`src/rtl/asc_pkg.sv`:
```
package asc_pkg;

    typedef enum logic [2:0] {
        ST_IDLE,
        ST_ARM,
        ST_RUN,
        ST_STOPPING,
        ST_PAUSING,
        ST_PAUSE
    } asc_state_e;

    localparam logic [1:0] PAY_32   = 2'd0;
    localparam logic [1:0] PAY_RSVD = 2'd1;
    localparam logic [1:0] PAY_48   = 2'd2;
    localparam logic [1:0] PAY_64   = 2'd3;

    // Bits per frame implied by a payload code; 0 marks the reserved code.
    function automatic logic [6:0] payload_bits(input logic [1:0] code);
        unique case (code)
            PAY_32:   payload_bits = 7'd32;
            PAY_48:   payload_bits = 7'd48;
            PAY_64:   payload_bits = 7'd64;
            default:  payload_bits = 7'd0;
        endcase
    endfunction

endpackage

```
`src/rtl/asc_seq.sv`:
```
module asc_seq
    import asc_pkg::*;
(
    input  logic clk,
    input  logic rst_n,
    input  logic cmd_start,
    input  logic cmd_pause,
    input  logic cmd_stop,
    input  logic cfg_ok,
    input  logic continuous,
    output logic div_on,
    output logic hold,
    output logic err
);

    asc_state_e state_q, state_d;
    logic       start_try;
    logic       err_q;

    // A start is considered only where it is meaningful and no stop competes.
    assign start_try = cmd_start && !cmd_stop && !cmd_pause &&
                       (state_q == ST_IDLE || state_q == ST_PAUSE);

    always_ff @(posedge clk or negedge rst_n) begin
        if (!rst_n) begin
            state_q <= ST_IDLE;
        end else begin
            state_q <= state_d;
        end
    end

    always_comb begin
        state_d = state_q;
        unique case (state_q)
            ST_IDLE: begin
                if (start_try && cfg_ok) state_d = ST_ARM;
            end
            ST_ARM: begin
                state_d = ST_RUN;
            end
            ST_RUN: begin
                if (cmd_stop)       state_d = ST_STOPPING;
                else if (cmd_pause) state_d = ST_PAUSING;
            end
            ST_STOPPING: begin
                state_d = ST_IDLE;
            end
            ST_PAUSING: begin
                state_d = ST_PAUSE;
            end
            ST_PAUSE: begin
                if (cmd_stop)                  state_d = ST_IDLE;
                else if (start_try && cfg_ok)  state_d = ST_ARM;
            end
            default: state_d = ST_IDLE;
        endcase
    end

    always_comb begin
        div_on = 1'b0;
        hold   = 1'b1;
        unique case (state_q)
            ST_IDLE:     begin div_on = 1'b0;       hold = 1'b1; end
            ST_ARM:      begin div_on = 1'b1;       hold = 1'b1; end
            ST_RUN:      begin div_on = 1'b1;       hold = 1'b0; end
            ST_STOPPING: begin div_on = 1'b1;       hold = 1'b1; end
            ST_PAUSING:  begin div_on = 1'b1;       hold = 1'b1; end
            ST_PAUSE:    begin div_on = continuous; hold = 1'b1; end
            default:     begin div_on = 1'b0;       hold = 1'b1; end
        endcase
    end

    always_ff @(posedge clk or negedge rst_n) begin
        if (!rst_n) begin
            err_q <= 1'b0;
        end else if (start_try) begin
            err_q <= !cfg_ok;
        end
    end

    assign err = err_q;

    AST_ARM_ONE_CYCLE: assert property (@(posedge clk) disable iff (!rst_n)
        (state_q == ST_ARM) |=> (state_q == ST_RUN));

    AST_ERR_KEEPS_OFF: assert property (@(posedge clk) disable iff (!rst_n)
        $rose(err_q) |-> !div_on);

    AST_STOP_WINS: assert property (@(posedge clk) disable iff (!rst_n)
        (state_q == ST_RUN && cmd_stop) |=> (state_q == ST_STOPPING));

endmodule

```
`src/rtl/asc_bit_div.sv`:
```
module asc_bit_div #(
    parameter int unsigned BDIV_W = 6
) (
    input  logic              clk,
    input  logic              rst_n,
    input  logic              active,
    input  logic [BDIV_W-1:0] m_m1,
    output logic              lead,
    output logic              mid,
    output logic              last,
    output logic              level
);

    localparam int unsigned RW = BDIV_W + 1;

    logic [BDIV_W-1:0] cnt_q;
    logic [RW-1:0]     ratio;
    logic [RW-1:0]     half;

    assign ratio = {1'b0, m_m1} + RW'(1);
    assign half  = ratio >> 1;

    always_ff @(posedge clk or negedge rst_n) begin
        if (!rst_n) begin
            cnt_q <= '0;
        end else if (!active || cnt_q == m_m1) begin
            cnt_q <= '0;
        end else begin
            cnt_q <= cnt_q + BDIV_W'(1);
        end
    end

    assign lead  = active && (cnt_q == '0);
    assign mid   = active && ({1'b0, cnt_q} == half);
    assign last  = active && (cnt_q == m_m1);
    assign level = active && ({1'b0, cnt_q} >= half);

    AST_CNT_RANGE: assert property (@(posedge clk) disable iff (!rst_n)
        active |-> (cnt_q <= m_m1));

    AST_STRB_EXCL: assert property (@(posedge clk) disable iff (!rst_n)
        (active && m_m1 != '0) |-> !(lead && mid));

    AST_IDLE_CLEAR: assert property (@(posedge clk) disable iff (!rst_n)
        !active |=> (cnt_q == '0));

endmodule

```
`src/rtl/asc_frame_div.sv`:
```
module asc_frame_div #(
    parameter int unsigned FDIV_W = 12
) (
    input  logic              clk,
    input  logic              rst_n,
    input  logic              active,
    input  logic              advance,
    input  logic [FDIV_W-1:0] f_m1,
    output logic              first,
    output logic              level
);

    localparam int unsigned RW = FDIV_W + 1;

    logic [FDIV_W-1:0] bit_q;
    logic [RW-1:0]     half;

    assign half = ({1'b0, f_m1} + RW'(1)) >> 1;

    always_ff @(posedge clk or negedge rst_n) begin
        if (!rst_n) begin
            bit_q <= '0;
        end else if (!active) begin
            bit_q <= '0;
        end else if (advance) begin
            bit_q <= (bit_q == f_m1) ? '0 : bit_q + FDIV_W'(1);
        end
    end

    assign first = active && (bit_q == '0);
    assign level = active && ({1'b0, bit_q} >= half);

    AST_BIT_RANGE: assert property (@(posedge clk) disable iff (!rst_n)
        active |-> (bit_q <= f_m1));

endmodule

```
`src/rtl/asc_clkgen.sv`:
```
module asc_clkgen
    import asc_pkg::*;
#(
    parameter int unsigned BDIV_W = 6,
    parameter int unsigned FDIV_W = 12
) (
    input  logic              clk,
    input  logic              rst_n,
    input  logic              cmd_start,
    input  logic              cmd_pause,
    input  logic              cmd_stop,
    input  logic [BDIV_W-1:0] cfg_bdiv_m1,
    input  logic [FDIV_W-1:0] cfg_fdiv_m1,
    input  logic [1:0]        cfg_payload,
    input  logic              cfg_bclk_inv,
    input  logic              cfg_fclk_inv,
    input  logic              cfg_continuous,
    output logic              bclk,
    output logic              fclk,
    output logic              bit_lead_stb,
    output logic              bit_mid_stb,
    output logic              frame_stb,
    output logic              out_hold,
    output logic              config_error
);

    localparam int unsigned FW1 = FDIV_W + 1;

    logic              div_on;
    logic              hold;
    logic              cfg_ok;
    logic [BDIV_W-1:0] sh_bdiv_q;
    logic [FDIV_W-1:0] sh_fdiv_q;
    logic [1:0]        sh_pay_q;
    logic              sh_binv_q, sh_finv_q, sh_cont_q;
    logic [BDIV_W-1:0] sel_bdiv;
    logic [FDIV_W-1:0] sel_fdiv;
    logic [1:0]        sel_pay;
    logic              lead, mid, last, blvl;
    logic              ffirst, flvl;

    // Shadow copy follows the inputs only while the divider is stopped.
    always_ff @(posedge clk or negedge rst_n) begin
        if (!rst_n) begin
            sh_bdiv_q <= '0;
            sh_fdiv_q <= '0;
            sh_pay_q  <= PAY_32;
            sh_binv_q <= 1'b0;
            sh_finv_q <= 1'b0;
            sh_cont_q <= 1'b0;
        end else if (!div_on) begin
            sh_bdiv_q <= cfg_bdiv_m1;
            sh_fdiv_q <= cfg_fdiv_m1;
            sh_pay_q  <= cfg_payload;
            sh_binv_q <= cfg_bclk_inv;
            sh_finv_q <= cfg_fclk_inv;
            sh_cont_q <= cfg_continuous;
        end
    end

    // Validate the values that the next enable will use.
    assign sel_bdiv = div_on ? sh_bdiv_q : cfg_bdiv_m1;
    assign sel_fdiv = div_on ? sh_fdiv_q : cfg_fdiv_m1;
    assign sel_pay  = div_on ? sh_pay_q  : cfg_payload;

    assign cfg_ok = (sel_pay != PAY_RSVD) &&
                    (sel_bdiv != '0) &&
                    (({1'b0, sel_fdiv} + FW1'(1)) == FW1'(payload_bits(sel_pay)));

    asc_seq u_seq (
        .clk        (clk),
        .rst_n      (rst_n),
        .cmd_start  (cmd_start),
        .cmd_pause  (cmd_pause),
        .cmd_stop   (cmd_stop),
        .cfg_ok     (cfg_ok),
        .continuous (sh_cont_q),
        .div_on     (div_on),
        .hold       (hold),
        .err        (config_error)
    );

    asc_bit_div #(.BDIV_W(BDIV_W)) u_bit_div (
        .clk    (clk),
        .rst_n  (rst_n),
        .active (div_on),
        .m_m1   (sh_bdiv_q),
        .lead   (lead),
        .mid    (mid),
        .last   (last),
        .level  (blvl)
    );

    asc_frame_div #(.FDIV_W(FDIV_W)) u_frame_div (
        .clk     (clk),
        .rst_n   (rst_n),
        .active  (div_on),
        .advance (last),
        .f_m1    (sh_fdiv_q),
        .first   (ffirst),
        .level   (flvl)
    );

    assign bclk         = blvl ^ sh_binv_q;
    assign fclk         = flvl ^ sh_finv_q;
    assign bit_lead_stb = lead;
    assign bit_mid_stb  = mid;
    assign frame_stb    = lead && ffirst;
    assign out_hold     = hold;

    AST_START_ORDER: assert property (@(posedge clk) disable iff (!rst_n)
        $fell(out_hold) |-> $past(div_on));

    AST_STOP_ORDER: assert property (@(posedge clk) disable iff (!rst_n)
        $fell(div_on) |-> $past(out_hold));

    AST_CFG_FROZEN: assert property (@(posedge clk) disable iff (!rst_n)
        (div_on && $past(div_on)) |-> ($stable(sh_bdiv_q) && $stable(sh_fdiv_q)));

    AST_FRAME_ON_LEAD: assert property (@(posedge clk) disable iff (!rst_n)
        frame_stb |-> bit_lead_stb);

endmodule

```
`config.mk`:
```
export PLATFORM = sky130hd
export DESIGN_NAME = asc_clkgen
export DESIGN_NICKNAME = d
export VERILOG_FILES = /design/src/rtl/asc_pkg.sv /design/src/rtl/asc_seq.sv /design/src/rtl/asc_bit_div.sv /design/src/rtl/asc_frame_div.sv /design/src/rtl/asc_clkgen.sv
export SDC_FILE = /design/constraint.sdc
export NUM_CORES = 1
export LEC_CHECK = 0
export BUFFER_PORTS_ARGS = -buffer_cell sky130_fd_sc_hd__buf_2
export CAP_MARGIN = 40
export CORE_MARGIN = 3
export CORE_UTILIZATION = 50
export DETAILED_ROUTE_END_ITERATION = 12
export GPL_ROUTABILITY_DRIVEN = 0
export PLACE_DENSITY_LB_ADDON = 0.3
export RECOVER_POWER = 100
export SETUP_SLACK_MARGIN = 0.5
export SLEW_MARGIN = 20
export SYNTH_ARGS = -nofsm -noshare
export SYNTH_HDL_FRONTEND = slang
export SYNTH_SLANG_ARGS = --single-unit
```
`constraint.sdc`:
```
create_clock -name clk -period 9.1 [get_ports clk]
set_input_delay 1.82 -clock clk [delete_from_list [all_inputs] [get_ports clk]]
set_output_delay 1.82 -clock clk [all_outputs]
set_load 0.05 [all_outputs]
```
==> metrics.txt <==
outcome finished, violations left; failing checks max-capacitance violations, max-slew violations; Critical Path Sink fclk; Synth Area in Simple Gates 24.1%; worst reg2reg path startpoint u_seq.state_q[1]; Max Slew Vio Count 46; Seq/Total Area, Yosys 31.1%; Starting Density 52.4%; # rows 30; Mapped Area 3620 um^2; WP data arrival 3.89 ns; # DRC 0; largest net degree at the start of global routing 46; grt total ovfl 0; slew margin rel. -63.4%; commonest non-fill, non-tap cell in the layout nand2_1; RSZ-0062 raised after global routing false; max_cap viols 1; warnings from Yosys 0; hold path cells 2; Clock transition at path regs 0.09 ns; CP max FO 29; I/O pin count 35; synth unique cells 63; CP Class flop to output pin; TritonCTS clock tree built; final WL 8.51 mm; shortest period the worst path allows 5.71 ns; initial antenna violation count 0; Layout Nets 504; Net Count, Synth 482; die height 91.1 um; Clock Tree Buf Depth 2; most frequent cells in the layout nand2_1, dfrtp_1, xnor2_1; CTS root buffer clkbuf_8; Worst EP required 7.28 ns; xor and xnor area share after synthesis 9.91%; 1st-pass router iterations 6; Setup TNS 0 ns; dpl ws 4.37 ns; ant diodes 0; post-synthesis compound-gate area fraction 18.9%; H-tree levels 2; Final Cycle Share 62.7%; power per cell area 339 nW/um^2; fraction of registers with async set or reset after synthesis 100%; mux contribution to synthesized area 1.52%; first-pass GRT wire length 14.7 mm; Port Buffer Count 34; die area 8300 um^2; post-CTS setup buffers 0; vias in the first global route 3249; core area 6910 um^2; skew final 0.00976 ns; EDFF count, synth 0; Post-DP HPWL 6.30 mm; Hold Buf Count CTS 0; area grow syn2layout 6.46%; Worst Max-Slew Pin Slew 2.45 ns; routed vias/inst 5.85; CTS Sinks 45; Slowest-stage cell, CP clkbuf_1; post-synthesis register bit count 45; dominant synthesized flop cell dfrtp_1; startpoint types flop; share of layout cells above drive strength 1 7.73%; Fmax 175 MHz; DRT iter0 DRCs 144; Crit. End Element output pin; flop2flop setup slack 4.36 ns; Fin. Hold Viols 0; worst setup margin 3.39 ns; Worst-Skew Late Latency 0.30 ns; number of endpoints failing setup at the final stage 0; Tot Pwr 1.31 mW; wire per inst 15.5 um; Crit. Startpoint u_seq.state_q[1]; Avg Inst Size Synth 8.42 um^2; # resized after CTS 0; slowest stage delay, CP 0.96 ns; FF-to-FF path depth 10; crit path cell chain clkbuf_1 > and2b_1 > a22oi_4 > clkbuf_1 > a21oi_1 > xor2_1 > clkbuf_1; largest family of logic cells by synthesized area simple AND/OR/NAND/NOR gates; routed via count 3214; DIE WIDTH 91.1 um; r2r endpoint u_seq.state_q[2]; adder-cell area share of the yosys netlist 8.84%; Tot GR Track Use 21.1%; Leakage 1.66 nW; cell repeated most along the worst path clkbuf_1; DRT antenna net count 0; Syn Inst Count 430; number of CTS-inserted buffers 5; VDD IR max 0.290 mV; HP Class flop to flop
==> layer usage <==
metal / up-vias / GRT usage, % / routed length (um)
met4: 0 / 6.53 / 164
met5: - / 0 / 0
met2: 76 / 35.8 / 4250
met1: 1545 / 27.5 / 3770
li1: 1574 / - / -
met3: 19 / 3.56 / 326
==> where the power goes <==
group          leakage (nW)  internal, mW  switching (mW)
Sequential            0.570         0.267           0.123
Clock                0.0450        0.0534          0.0682
Combinational          1.05         0.319           0.477
Total                  1.66         0.639           0.668
==> cells by family after synthesis <==
group	Yosys count
AND/OR/NAND/NOR	172
AO/OA/AOI/OAI	92
buffers and inverters	49
flip-flops	45
XOR/XNOR	41
adder cells (fa/ha/maj)	26
multiplexers	5
==> registers in the layout (all words and copies together) (netlist names) <==
signal,flops
sh_fdiv_q,12
sh_pay_q,2
u_seq.err,1
u_bit_div.cnt_q,6
sh_bdiv_q,6
sh_finv_q,1
sh_cont_q,1
u_seq.state_q,3
sh_binv_q,1
u_frame_div.bit_q,12
==> layout make-up <==
type                    count  area (um^2)
fillers                   705         3050
clock buffers               6         72.6
well taps                  96          120
inverters                  24         90.1
clock inverters             2         10.0
repair buffers             40          183
flip-flops and latches     45         1130
multi-input cells         336         2250
==> through the flow <==
step                util (%)  std cells  cell area (um^2)  hold slack, ns
floorplan                  -        430              3620           0.459
global placement        55.5        540              3830           0.481
detailed placement      55.9        541              3860           0.488
CTS                     57.1        549              3940           0.510
global route            55.8        549              3860           0.564
finish                  55.8        549              3860           0.506
==> cell usage after synthesis, types with 4 or more instances <==
library cell  count  area (um^2)
a22oi_1           5         37.5
dfrtp_1          45         1130
and3_1           11         68.8
nand2_1          58          218
nand4_1           6         37.5
mux2i_1           4         40.0
inv_1            23         86.3
nor3_1           12         60.1
nor3b_1           7         52.6
o311ai_0          4         35.0
nor2_1           25         93.8
buf_2             9         45.0
nand3_1          19         95.1
a22o_1            7         61.3
xor2_1           13          114
clkbuf_1         13         48.8
a21oi_1          18         90.1
a21o_1            4         30.0
nor2b_1           6         37.5
o21ai_0          22          110
nor4_1            4         25.0
nand2b_1          8         50.1
a221o_1           7         70.1
ha_1             24          300
xnor2_1          28          245
==> critical path, delay by kind of cell, from the launching register on <==
kind,cells,cell delay (ns)
compound gates,2,0.30
simple gates,1,0.32
buf+inv,3,2.30
flops,1,0.46
xor+xnor,1,0.19
==> worst min path at each step <==
| stage | from | to | slack [ns] |
|---|---|---|---|
| floorplan | sh_finv_q | sh_finv_q | 0.46 |
| global placement | sh_binv_q | sh_binv_q | 0.48 |
| detailed placement | u_seq.err | u_seq.err | 0.49 |
| CTS | u_seq.err | u_seq.err | 0.51 |
| global route | u_seq.err | u_seq.err | 0.56 |
| finish | sh_finv_q | sh_finv_q | 0.51 |
(Power assumes the default switching activity.)
